**config.mk**
```make
export PLATFORM = sky130hd
export DESIGN_NAME = irq_vector_ctrl
export DESIGN_NICKNAME = d
export VERILOG_FILES = /design/src/rtl/irq_vector_pkg.sv /design/src/rtl/irq_edge_sense.sv /design/src/rtl/irq_prio_pick.sv /design/src/rtl/irq_ctl_regs.sv /design/src/rtl/irq_vector_ctrl.sv
export SDC_FILE = /design/constraint.sdc
export NUM_CORES = 1
export LEC_CHECK = 0
export CORE_ASPECT_RATIO = 0.8
export CORE_UTILIZATION = 55
export DETAILED_ROUTE_END_ITERATION = 10
export DONT_BUFFER_PORTS = 1
export PLACE_DENSITY_LB_ADDON = 0.1
export SKIP_LAST_GASP = 1
export SYNTH_ARGS = -nofsm -noshare
export SYNTH_HDL_FRONTEND = slang
export SYNTH_SLANG_ARGS = --single-unit
```
**constraint.sdc**
```tcl
create_clock -name clk -period 1.24 [get_ports clk]
set_input_delay 0 -clock clk [delete_from_list [all_inputs] [get_ports clk]]
set_output_delay 0 -clock clk [all_outputs]
set_load 0.005 [all_outputs]
```
**src/rtl/irq_vector_pkg.sv**
```systemverilog
package irq_vector_pkg;

   // Source order is also service priority: lower index wins.
   localparam int NUM_SRC  = 7;
   localparam int MASK_N   = NUM_SRC - 1;
   localparam int SRC_IDXW = $clog2(NUM_SRC);

   typedef enum logic [SRC_IDXW-1:0] {
      SRC_ADC   = 3'd0,
      SRC_EXT0  = 3'd1,
      SRC_EXT1  = 3'd2,
      SRC_TMR0  = 3'd3,
      SRC_TMR1  = 3'd4,
      SRC_TBASE = 3'd5,
      SRC_RTC   = 3'd6
   } irq_src_e;

   // Maskable source k sits at k*step; the converter sits after the last one.
   function automatic logic [15:0] vector_for(int idx, int step);
      int v;
      v = (idx == int'(SRC_ADC)) ? NUM_SRC * step : idx * step;
      return v[15:0];
   endfunction

endpackage

```
**src/rtl/irq_edge_sense.sv**
```systemverilog
module irq_edge_sense #(
   parameter bit RISING = 1'b0
) (
   input  logic clk,
   input  logic rst_n,
   input  logic pin,
   output logic hit
);

   // Reset to the idle level so that leaving reset makes no spurious edge.
   localparam logic IDLE_LVL = RISING ? 1'b0 : 1'b1;

   logic prev_q;

   always_ff @(posedge clk or negedge rst_n) begin
      if (!rst_n) prev_q <= IDLE_LVL;
      else        prev_q <= pin;
   end

   generate
      if (RISING) begin : g_rise
         assign hit = pin & ~prev_q;
      end else begin : g_fall
         assign hit = ~pin & prev_q;
      end
   endgenerate

endmodule

```
**src/rtl/irq_prio_pick.sv**
```systemverilog
module irq_prio_pick #(
   parameter int N    = 7,
   localparam int IDXW = (N > 1) ? $clog2(N) : 1
) (
   input  logic [N-1:0]    req,
   output logic [N-1:0]    grant,
   output logic [IDXW-1:0] idx,
   output logic            any
);

   generate
      if (N < 2) begin : g_bad_n
         $error("irq_prio_pick needs at least two requesters");
      end
   endgenerate

   always_comb begin
      logic seen;
      grant = '0;
      idx   = '0;
      seen  = 1'b0;
      for (int i = 0; i < N; i++) begin
         if (req[i] && !seen) begin
            grant[i] = 1'b1;
            idx      = i[IDXW-1:0];
            seen     = 1'b1;
         end
      end
      any = seen;
   end

endmodule

```
**src/rtl/irq_ctl_regs.sv**
```systemverilog
module irq_ctl_regs
   import irq_vector_pkg::*;
#(
   parameter int DATA_W = 8
) (
   input  logic              clk,
   input  logic              rst_n,
   input  logic              wr,
   input  logic              addr,
   input  logic [DATA_W-1:0] wdata,
   input  logic [MASK_N-1:0] hw_set,
   input  logic [MASK_N-1:0] take_clr,
   input  logic              take_any,
   output logic [DATA_W-1:0] rdata,
   output logic [MASK_N-1:0] en_o,
   output logic [MASK_N-1:0] flag_o,
   output logic              gie_o,
   output logic              adc_en_o
);

   // The first three maskable sources live in bank 0, the rest in bank 1.
   localparam int BANK0_CNT = 3;

   generate
      if (DATA_W != 8) begin : g_bad_w
         $error("irq_ctl_regs: register layout is fixed at 8 bits");
      end
      if (MASK_N != 2 * BANK0_CNT) begin : g_bad_n
         $error("irq_ctl_regs: layout assumes six maskable sources");
      end
   endgenerate

   logic [DATA_W-1:0] img0, img1;
   logic              gie_q, adc_en_q;
   logic              wr0, wr1;

   assign wr0 = wr && (addr == 1'b0);
   assign wr1 = wr && (addr == 1'b1);

   // Global enable: a take clears it, and the clear outranks a write.
   always_ff @(posedge clk or negedge rst_n) begin
      if (!rst_n)        gie_q <= 1'b0;
      else if (take_any) gie_q <= 1'b0;
      else if (wr0)      gie_q <= wdata[0];
   end

   always_ff @(posedge clk or negedge rst_n) begin
      if (!rst_n)   adc_en_q <= 1'b0;
      else if (wr0) adc_en_q <= wdata[DATA_W-1];
   end

   genvar j;
   generate
      for (j = 0; j < MASK_N; j++) begin : g_src
         localparam bit HI_BANK = (j >= BANK0_CNT);
         localparam int EN_POS  = HI_BANK ? (j - BANK0_CNT) : (j + 1);
         localparam int FL_POS  = HI_BANK ? (j + 1) : (j + 1 + BANK0_CNT);

         logic en_r, flag_r, bank_wr;

         assign bank_wr = HI_BANK ? wr1 : wr0;

         always_ff @(posedge clk or negedge rst_n) begin
            if (!rst_n)       en_r <= 1'b0;
            else if (bank_wr) en_r <= wdata[EN_POS];
         end

         // Hardware set outranks both the take clear and a software write.
         always_ff @(posedge clk or negedge rst_n) begin
            if (!rst_n)           flag_r <= 1'b0;
            else if (hw_set[j])   flag_r <= 1'b1;
            else if (take_clr[j]) flag_r <= 1'b0;
            else if (bank_wr)     flag_r <= wdata[FL_POS];
         end

         assign en_o[j]   = en_r;
         assign flag_o[j] = flag_r;

         if (HI_BANK) begin : g_hi
            assign img1[EN_POS] = en_r;
            assign img1[FL_POS] = flag_r;
         end else begin : g_lo
            assign img0[EN_POS] = en_r;
            assign img0[FL_POS] = flag_r;
         end
      end
   endgenerate

   assign img0[0]          = gie_q;
   assign img0[DATA_W-1]   = adc_en_q;
   assign img1[BANK0_CNT]  = 1'b0;
   assign img1[DATA_W-1]   = 1'b0;

   assign rdata    = addr ? img1 : img0;
   assign gie_o    = gie_q;
   assign adc_en_o = adc_en_q;

endmodule

```
**src/rtl/irq_vector_ctrl.sv**
```systemverilog
module irq_vector_ctrl
   import irq_vector_pkg::*;
#(
   parameter int       DATA_W   = 8,
   parameter int       VEC_W    = 8,
   parameter int       VEC_STEP = 4,
   parameter bit [1:0] EXT_RISE = 2'b00
) (
   input  logic              clk,
   input  logic              rst_n,
   input  logic              reg_wr,
   input  logic              reg_addr,
   input  logic [DATA_W-1:0] reg_wdata,
   output logic [DATA_W-1:0] reg_rdata,
   input  logic [1:0]        ext_pin,
   input  logic [1:0]        tmr_ovf,
   input  logic              tbase_tick,
   input  logic              rtc_tick,
   input  logic              adc_eoc_n,
   input  logic              stack_full,
   input  logic              cpu_busy,
   output logic              irq_take,
   output logic [VEC_W-1:0]  irq_vec
);

   localparam int NUM_EXT = 2;
   localparam int MAX_VEC = NUM_SRC * VEC_STEP;

   generate
      if (VEC_W > 16 || VEC_W < 1) begin : g_bad_vw
         $error("irq_vector_ctrl: VEC_W must be 1..16");
      end
      if (MAX_VEC >= (1 << VEC_W)) begin : g_bad_step
         $error("irq_vector_ctrl: vectors do not fit in VEC_W bits");
      end
   endgenerate

   logic [NUM_EXT-1:0]  ext_hit;
   logic                adc_hit;
   logic [MASK_N-1:0]   hw_set, en_w, flag_w, mask_req, take_clr;
   logic                gie_w, adc_en_w, adc_pend_q;
   logic [NUM_SRC-1:0]  req, grant;
   logic [SRC_IDXW-1:0] win_idx;
   logic                win_any, fire;
   logic [15:0]         vec_full;
   logic                take_q;
   logic [VEC_W-1:0]    vec_q;

   genvar e;
   generate
      for (e = 0; e < NUM_EXT; e++) begin : g_ext
         irq_edge_sense #(.RISING(EXT_RISE[e])) u_edge (
            .clk   (clk),
            .rst_n (rst_n),
            .pin   (ext_pin[e]),
            .hit   (ext_hit[e])
         );
      end
   endgenerate

   irq_edge_sense #(.RISING(1'b0)) u_adc_edge (
      .clk   (clk),
      .rst_n (rst_n),
      .pin   (adc_eoc_n),
      .hit   (adc_hit)
   );

   // Maskable request inputs, in source order ext0..rtc.
   assign hw_set = {rtc_tick, tbase_tick, tmr_ovf[1], tmr_ovf[0], ext_hit[1], ext_hit[0]};

   irq_ctl_regs #(.DATA_W(DATA_W)) u_regs (
      .clk      (clk),
      .rst_n    (rst_n),
      .wr       (reg_wr),
      .addr     (reg_addr),
      .wdata    (reg_wdata),
      .hw_set   (hw_set),
      .take_clr (take_clr),
      .take_any (fire),
      .rdata    (reg_rdata),
      .en_o     (en_w),
      .flag_o   (flag_w),
      .gie_o    (gie_w),
      .adc_en_o (adc_en_w)
   );

   // Converter pending bit: no visible flag, dropped when its enable drops.
   always_ff @(posedge clk or negedge rst_n) begin
      if (!rst_n)                  adc_pend_q <= 1'b0;
      else if (!adc_en_w)          adc_pend_q <= 1'b0;
      else if (adc_hit)            adc_pend_q <= 1'b1;
      else if (fire && grant[0])   adc_pend_q <= 1'b0;
   end

   assign mask_req = flag_w & en_w & {MASK_N{gie_w & ~stack_full}};
   assign req      = {mask_req, adc_pend_q};

   irq_prio_pick #(.N(NUM_SRC)) u_pick (
      .req   (req),
      .grant (grant),
      .idx   (win_idx),
      .any   (win_any)
   );

   assign fire     = win_any & ~cpu_busy;
   assign take_clr = grant[NUM_SRC-1:1] & {MASK_N{fire}};
   assign vec_full = vector_for(int'(win_idx), VEC_STEP);

   always_ff @(posedge clk or negedge rst_n) begin
      if (!rst_n) begin
         take_q <= 1'b0;
         vec_q  <= '0;
      end else begin
         take_q <= fire;
         if (fire) vec_q <= vec_full[VEC_W-1:0];
      end
   end

   assign irq_take = take_q;
   assign irq_vec  = vec_q;

endmodule

```
Word level (Yosys, flattened, before mapping). Index checks and enable logic that the tools add are counted.

Input port bits: 21. Output and inout port bits: 17. Register bits after elaboration: 27. Word-level logic and storage cells: 102.

Mux-type cells: 44. Bitwise gates (word level): 14. Reductions and logical operators: 23. Eq/ne operators: 1.

Operators with widths (count): 2-to-1 mux 1 bit (37); bitwise AND 6 bit (3); nonzero test 3 bit (6); logical AND 1 bit (9); 2-to-1 mux 3 bit (3); 2-to-1 mux 8 bit (1); logical NOT 1 bit (6); inverter 1 bit (6); bitwise AND 1 bit (5); 2-to-1 mux 5 bit (1); 2-to-1 mux 2 bit (2); logical NOT 3 bit (1); inequality test 3 bit, second input constant (1); nonzero test 2 bit (1).

Logic depth before layout (Yosys ltp). Gate-level depths: netlist (run 1).

Depth in word-level cells: 25. Gate-level depth with buffers: 6. Depth with buffers taken out: 4.

By module. A second synthesis (run 1) with hierarchy kept.

Cells, all modules: 120. Area, all modules: 1391.3 um^2.

Modules (own cells, without submodules): irq_ctl_regs (cells an instance 59, area each 789.5 um^2, instances 1, sequential area each 350.3 um^2); irq_vector_ctrl (cells an instance 35, area each 359.1 um^2, instances 1, sequential area each 125.1 um^2); irq_prio_pick (cells an instance 20, area each 122.6 um^2, instances 1, sequential area each 0.0 um^2); irq_edge_sense (cells an instance 2, area each 40.0 um^2, instances 3, sequential area each 26.3 um^2).

Worst setup path before layout (run 1). Ideal clock, no wire load.

Kind: reg-to-reg. From: reg u_regs.g_src[1].flag_r. To: reg vec_q[3], in the netlist irq_vec[3]. Arrival time: 1040 ps. Path buffers: 0. Cell stages (with the launch flop): 5. Data required time: 1102 ps. Setup slack: 61 ps. Setup time: 138 ps. Cell sequence: dfrtp_1 -> a22oi_2 -> nor2_1 -> o31ai_1 -> a221oi_2.

Word-level cells in the longest chain between the ends: 18.

RTL lines: from (decl) (RTL line irq_ctl_regs.sv:59) `logic en_r, flag_r, bank_wr;`; from (signal assigned) (RTL line irq_ctl_regs.sv:73) `else if (bank_wr) flag_r <= wdata[FL_POS];`; bitwise AND 6 bit * (2 in series) (RTL line irq_vector_ctrl.sv:95) `assign mask_req = flag_w & en_w & {MASK_N{gie_w & ~stack_full}};`; logical AND 1 bit * (RTL line irq_prio_pick.sv:23) `if (req[i] && !seen) begin`; 2-to-1 mux 1 bit (RTL line irq_prio_pick.sv:23); logical NOT 1 bit (RTL line irq_prio_pick.sv:23); logical AND 1 bit (RTL line irq_prio_pick.sv:23); 2-to-1 mux 1 bit (RTL line irq_prio_pick.sv:23); logical NOT 1 bit (RTL line irq_prio_pick.sv:23); logical AND 1 bit (RTL line irq_prio_pick.sv:23); 2-to-1 mux 1 bit (RTL line irq_prio_pick.sv:23); logical NOT 1 bit (RTL line irq_prio_pick.sv:23); logical AND 1 bit (RTL line irq_prio_pick.sv:23); 2-to-1 mux 1 bit (RTL line irq_prio_pick.sv:23); logical NOT 1 bit (RTL line irq_prio_pick.sv:23); logical AND 1 bit (RTL line irq_prio_pick.sv:23); 2-to-1 mux 3 bit (RTL line irq_prio_pick.sv:23); logical NOT 3 bit (RTL line irq_vector_pkg.sv:21) `v = (idx == int'(SRC_ADC)) ? NUM_SRC * step : idx * step;`; 2-to-1 mux 5 bit (RTL line irq_vector_pkg.sv:21); to (signal assigned) (RTL line irq_vector_ctrl.sv:115) `if (fire) vec_q <= vec_full[VEC_W-1:0];`; to (decl) (RTL line irq_vector_ctrl.sv:47) `logic [VEC_W-1:0] vec_q;`.

Mark *: on every way between the ends. The rest lies on a longest branch, timed or not. A chain may end at the register's enable or synchronous reset.

Worst setup path after layout (run 1). Ends and elaborated chain as after synthesis.

==> key figures, run 1 <==
Pwr
  – Total Power Consumption: around 2.0 mW
  – Leakage power: 0.6495 nW
  – Worst VDD drop: 1.192 mV
  – Pwr dens: 1312 nW/um^2

Floorplan
  – Initial core utilization: 0.5991
  – # rows: 14
  – Core area: 1944 sq um
  – Num ports: 38
  – Vert. Die Dim: ~43 um
  – Die Width: 53.46 um
  – Die area: approximately 2300 sq um

Drt
  – DR WL/cell: 16.71 um
  – Drt first pass iters: 4
  – Via/cell ratio: 5.690
  – DRC: 0
  – DR iter-0 viols: 9
  – Drt total wl: 2640 um
  – Antenna Nets Post-Route: 0
  – Via count: 899

CTS
  – CTS H-Tree Depth: 1
  – CTS clk-pin slew, worst paths: 130 ps
  – Root Buffer: clkbuf_4
  – CTS Buf Count: 3
  – Worst skew pair latency: between 300 and 400 ps
  – Clock buffer depth: 2
  – Hold_buf cts: 16
  – CTS sink cnt: 22
  – CTS tree: built

Synthesis
  – Top_reg_cell synth: dfrtp_1
  – Distinct cells, synth: 36
  – Ranking of synthesized cells by area: dfrtp_1, mux2_2, dfstp_2, mux2i_1, buf_4
  – Post-synth EDFFs: 0
  – Dominant cell type by area after synthesis: dfrtp_1
  – Top cells by count, synth: dfrtp_1, mux2_2, nand2_1, buf_4, mux2i_1
  – Synth top area share: 0.4082
  – Mapped Area: between 1000 and 1500 sq um
  – YS warnings: 0
  – Top-count cell post-synth: dfrtp_1
  – Sequential area share after synthesis: 0.4758
  – Gate Count Post-Synth: 104
  – Syn Area/Cell: 11.20 sq um
  – #FFs+latches synth: 22
  – Synth async-reset ratio: 1.000

STA
  – RSZ-0062 raised after global routing: yes
  – Slew headroom: 0.3625
  – Fin worst setup slack: -46.19 ps
  – Hold slack: -247.5 ps
  – Slew @ Worst Pin: 953.1 ps
  – Achievable clock frequency: 777.5 MHz
  – Setup violators final: 3
  – Slew Viols, Final: 0
  – Clock Skews: 2.350 ps
  – Final Hold Vio Count: 7
  – Tmin final: 1286 ps
  – Tcrit/Tclk final: 1.037

Final layout
  – Share of layout cells above drive strength 1: 0.3657
  – Register Area: about 560 sq um
  – Finished Core Util: 0.7844
  – Non-filler cells, final: between 150 and 200
  – Area Overhead vs Synth: 30.93%
  – Final instance area: 1525 sq um
  – Antenna Cells: 0
  – Nets: 156
  – Fill cells: 124
  – Multi-input logic area: a little over 600 sq um

Setup path
  – R2R depth: 4
  – Worst setup path endpoint: irq_vec[3]
  – CP Launch Type: register
  – WS Path Type: register to register
  – Critical-path top delay cell: dfrtp_1
  – Critical path, cell by cell: a22oi_2, nor2_2, o31ai_1, a221oi_2
  – CP max FO: 4
  – Setup crit start: u_regs.g_src[1].flag_r
  – Startpoint of the worst register-to-register path: u_regs.g_src[1].flag_r
  – CP required: 1450 ps
  – RR Endpoint: irq_vec[3]
  – Bufs and invs on worst path: 0
  – WP data arrival: 1490 ps
  – CP Depth: 4
  – Largest delay share family, worst path: compound AO/OA/AOI/OAI gates
  – Flop-to-flop setup slack: -50 ps
  – CP peak stage delay: 430 ps
  – CP Capture Type: register

Place
  – Dpl cells: 136
  – Final HPWL DP: between 1500 and 2000 um
  – Count of input and output buffers: 0
  – Pre-CTS WS: -39.07 ps
  – Area after DPL: 1242 sq um
  – GPL Wtd Cong: 0.8163

GRT
  – Initial antenna violation count: 0
  – Largest net degree at the start of global routing: 23
  – First-pass GRT wire length: 4091 um
  – Vias in the first global route: 906
  – Total congestion overflow: 0
  – GR Util All Layers: 0.2571

Job
  – Max cap viols: 0

Status
  – Violated checks: negative hold slack, negative setup slack
  – Status: finished with violations

Hold path
  – Hold WC Path Type: input port to register
[sequential cells by signal, indices dropped and copies added (netlist names)]
| name | cells |
|---|---|
| u_regs.g_src.en_r | 6 |
| u_regs.gie_o | 1 |
| irq_take | 1 |
| u_regs.adc_en_o | 1 |
| u_adc_edge.prev_q | 1 |
| irq_vec | 3 |
| g_ext.u_edge.prev_q | 2 |
| u_regs.g_src.flag_r | 6 |
| adc_pend_q | 1 |
[power by group]
group          switching (mW)  leakage [nW]  total (mW)  internal [mW]
Combinational           0.236         0.375       0.513          0.277
Sequential             0.0982         0.246       0.929          0.831
Clock                   0.231        0.0279       0.559          0.327
Total                   0.566         0.649        2.00           1.43
[cell usage in the layout (no fill, tap or decap), types with 2 or more instances in the layout]
master,instances
nand2_1,8
a21oi_1,3
dfrtp_1,18
mux2_2,13
a22oi_2,2
inv_1,2
conb_1,5
dfstp_2,3
nor2_1,3
nand2b_1,3
o21bai_1,3
nor4_2,2
dlygate4sd3_1,16
mux2i_1,6
nor3_2,2
nand3_2,2
nor2b_1,4
buf_4,13
clkbuf_4,3
[how the worst min path moves through the flow]
stage | from | end | slack, ps | cells past startpoint
3_5_place_dp | rst_n | irq_take | -300 | 0
4_1_cts | cpu_busy | irq_vec[3] | -250 | 1
2_1_floorplan | rst_n | adc_pend_q | -300 | 0
5_1_grt | cpu_busy | irq_vec[3] | -270 | 1
3_3_place_gp | rst_n | irq_take | -300 | 0
6_report | cpu_busy | irq_vec[3] | -250 | 1
[worst reg2reg max path, delay by kind of cell, from the launching register on]
family	cells	cell delay, ps
flops	1	430
simple gates	1	110
compound gates	3	640
[stage by stage]
| stage | TNS, ps | hold slack (ps) |
|---|---|---|
| global route | -301.8 | -271.9 |
| CTS | -80.60 | -252.8 |
| global placement | -56.53 | -295.2 |
| finish | -104.8 | -247.5 |
| floorplan | 0 | -295.6 |
| detailed placement | -79.45 | -295.2 |
[cell families after synthesis]
family | after synthesis | share of synthesized area
AOI/OAI and AO/OA | 19 | 0.1332
buffers and inverters | 9 | 0.04940
DFF | 22 | 0.4758
muxes | 19 | 0.1772
other | 1 | 0.003219
and+or+nand+nor | 34 | 0.1611
[final cells by class]
class                      count  share of cell area
clock inverter                 1             0.01969
inverter                       2            0.004922
multi-input combinational     77              0.4077
clock buffer                   3             0.01477
tap                           24             0.01969
timing repair buffer          29              0.1690
sequential                    22              0.3642
[routing by layer]
metal  track usage  vias to the layer above  part of all wire
met2        0.4100                       31              0.49
met1        0.3303                      436              0.44
met3       0.09677                        4             0.060
met4       0.05263                        0            0.0072
li1              -                      428                 -
met5             0                        -                 0
[what timing repair did]
item	4_1_cts	5_1_grt
endpoints found under the hold margin	44	7
buffers inserted	2	0
pin swaps	6	3
setup endpoints to repair	7	9
gates resized for setup	0	12
Note: power is estimated with default switching activity, not from simulation.
==> run 2, diff against run 1 <==
--- a/config.mk
+++ b/config.mk
@@ -5,10 +5,10 @@
 export SDC_FILE = /design/constraint.sdc
 export NUM_CORES = 1
 export LEC_CHECK = 0
+export BUFFER_PORTS_ARGS = -buffer_cell sky130_fd_sc_hd__buf_2
 export CORE_ASPECT_RATIO = 0.8
-export CORE_UTILIZATION = 55
+export CORE_UTILIZATION = 44
 export DETAILED_ROUTE_END_ITERATION = 10
-export DONT_BUFFER_PORTS = 1
 export PLACE_DENSITY_LB_ADDON = 0.1
 export SKIP_LAST_GASP = 1
 export SYNTH_ARGS = -nofsm -noshare
==> key figures, run 2 (synthesis results as in run 1) <==
Setup path
  – CP max FO: 4 (unchanged)
  – Startpoint of the worst register-to-register path: u_regs.g_src[3].flag_r (was u_regs.g_src[1].flag_r)
  – CP Launch Type: register (unchanged)
  – Flop-to-flop setup slack: -60 ps (was -50 ps)
  – R2R depth: 3 (was 4)
  – WS Path Type: register to register (unchanged)
  – RR Endpoint: irq_vec[4] (was irq_vec[3])
  – Worst setup path endpoint: irq_vec[4] (was irq_vec[3])
  – CP required: 1440 ps (was 1450 ps)
  – WP data arrival: 1500 ps (was 1490 ps)
  – CP Capture Type: register (unchanged)
  – Setup crit start: u_regs.g_src[3].flag_r (was u_regs.g_src[1].flag_r)

Floorplan
  – Die Width: 59.53 um (was 53.46 um)
  – Initial core utilization: 0.4693 (was 0.5991)
  – Die area: 2858 sq um (was 2307 sq um)
  – # rows: 16 (was 14)
  – Num ports: 38 (unchanged)
  – Vert. Die Dim: 48.02 um (was 43.16 um)
  – Core area: 2482 sq um (was 1944 sq um)

Hold path
  – Hold WC Path Type: input port to async pin (was input port to register)

Final layout
  – Share of layout cells above drive strength 1: 0.4793 (was 0.3657)
  – Antenna Cells: 0 (unchanged)
  – Area Overhead vs Synth: 52.09% (was 30.93%)
  – Most frequent cells in the layout: buf_2, dfrtp_1, dlygate4sd3_1 (was dfrtp_1, dlygate4sd3_1, mux2_2, buf_4, nand2_1)
  – Nets: 191 (was 156)
  – Commonest non-fill, non-tap cell in the layout: buf_2 (was dfrtp_1)
  – Finished Core Util: 0.7137 (was 0.7844)
  – Fill cells: 203 (was 124)

Pwr
  – Total Power Consumption: 1.961 mW (was 2.001 mW)
  – Worst VDD drop: 0.6489 mV (was 1.192 mV)
  – Leakage power: 0.8157 nW (was 0.6495 nW)
  – Pwr dens: 1107 nW/um^2 (was 1312 nW/um^2)

STA
  – Sum of negative setup slack: -173.7 ps (was -104.8 ps)
  – Slew Viols, Final: 0 (unchanged)
  – RSZ-0062 raised after global routing: yes (unchanged)
  – Slew @ Worst Pin: 501.1 ps (was 953.1 ps)
  – Achievable clock frequency: 770.0 MHz (was 777.5 MHz)
  – Fin worst setup slack: -58.75 ps (was -46.19 ps)
  – Tmin final: 1299 ps (was 1286 ps)
  – Clock Skews: 4.429 ps (was 2.350 ps)
  – Final Hold Vio Count: 0 (was 7)
  – Setup violators final: 6 (was 3)
  – Tcrit/Tclk final: 1.047 (was 1.037)
  – Slew headroom: 0.6659 (was 0.3625)

Drt
  – DRC: 0 (unchanged)
  – Antenna Nets Post-Route: 0 (unchanged)
  – Via count: 1025 (was 899)
  – DR WL/cell: 14.39 um (was 16.71 um)
  – Drt first pass iters: 4 (unchanged)
  – Via/cell ratio: 5.000 (was 5.690)
  – Drt total wl: 2949 um (was 2640 um)
  – DR iter-0 viols: 28 (was 9)

GRT
  – Largest net degree at the start of global routing: 23 (unchanged)
  – First-pass GRT wire length: 4491 um (was 4091 um)
  – Initial antenna violation count: 0 (unchanged)
  – Total congestion overflow: 0 (unchanged)
  – Vias in the first global route: 987 (was 906)
  – GR Util All Layers: 0.2213 (was 0.2571)

Status
  – Violated checks: negative setup slack (was negative hold slack, negative setup slack)
  – Status: finished with violations (unchanged)

CTS
  – CTS H-Tree Depth: 1 (unchanged)
  – CTS tree: built (unchanged)
  – Clock buffer depth: 2 (unchanged)
  – CTS clk-pin slew, worst paths: 120 ps (was 130 ps)
  – CTS sink cnt: 22 (unchanged)
  – Worst skew pair latency: 310 ps (was 320 ps)
  – Root Buffer: clkbuf_4 (unchanged)
  – CTS Buf Count: 3 (unchanged)

Place
  – Count of input and output buffers: 32 (was 0)
  – GPL Wtd Cong: 0.8752 (was 0.8163)
  – Final HPWL DP: 1950 um (was 1798 um)

Job
  – Max cap viols: 0 (unchanged)
## run 2: cell types whose count changed in the layout (fill, tap and decap cells not counted), sizes merged
cell / previous run / this run
bufinv: 1 / 0
buf: 13 / 47
dlygate4sd3: 16 / 17
clkbuf: 3 / 4
## run 2: worst min-delay path by stage
| stage | startpoint | endpoint | slack, ps | cells past startpoint |
|---|---|---|---|---|
| 2_1_floorplan | rst_n | adc_pend_q | -300 | 0 |
| 3_5_place_dp | rst_n | u_regs.g_src[0].flag_r | -5 | 1 |
| 3_3_place_gp | rst_n | u_regs.g_src[0].flag_r | 1 | 1 |
| 5_1_grt | rst_n | u_regs.g_src[0].flag_r | 220 | 2 |
| 4_1_cts | rst_n | u_regs.g_src[0].flag_r | 190 | 2 |
| 6_report | rst_n | u_regs.g_src[0].flag_r | 170 | 2 |
## run 2: worst max-delay path: stages, from the launching register on
cell and delay, ps:
dfrtp_1 420, a22oi_2 300, a31oi_2 160, o311a_1 310
## run 2: final cells by class
class                   instances  area [sq um]  share of cell area
multi-input cells              77         648.1              0.3658
well taps                      36         45.04             0.02542
repair buffers                 64         490.5              0.2768
flip-flops and latches         22         554.3              0.3129
inverters                       2         7.507            0.004237
clock buffers                   4         26.28             0.01483
## run 2: timing repair
action	CTS	global route
pin swaps	5	9
endpoints found under the setup margin	10	16
endpoints found under the hold margin	41	0
resized for setup	10	16
hold buffers	17	0
buffers inserted	3	2
## run 2: metrics by stage
step	instances	hold slack (ps)	worst slack, ps	instance area, sq um
floorplan	108	-295.6	61.29	1180
global placement	179	1.002	-40.88	1410
detailed placement	179	-5.255	-51.01	1410
CTS	203	188.7	-34.53	1673
global route	205	218.7	-119.2	1772
finish	205	172.9	-58.75	1772
## run 2: metal layers
metal | share of wire | GRT usage | vias up
li1 | - | - | 499
met1 | 0.46 | 0.2790 | 486
met2 | 0.48 | 0.3798 | 36
met3 | 0.045 | 0.06486 | 4
met4 | 0.014 | 0.06047 | 0
met5 | 0 | 0 | -
## run 2: report_power, final
group / leakage, nW / switching [mW] / total [mW] / internal, mW
clock: 0.0150 / 0.212 / 0.338 / 0.126
sequential: 0.247 / 0.0927 / 0.922 / 0.830
combinational: 0.553 / 0.297 / 0.701 / 0.404
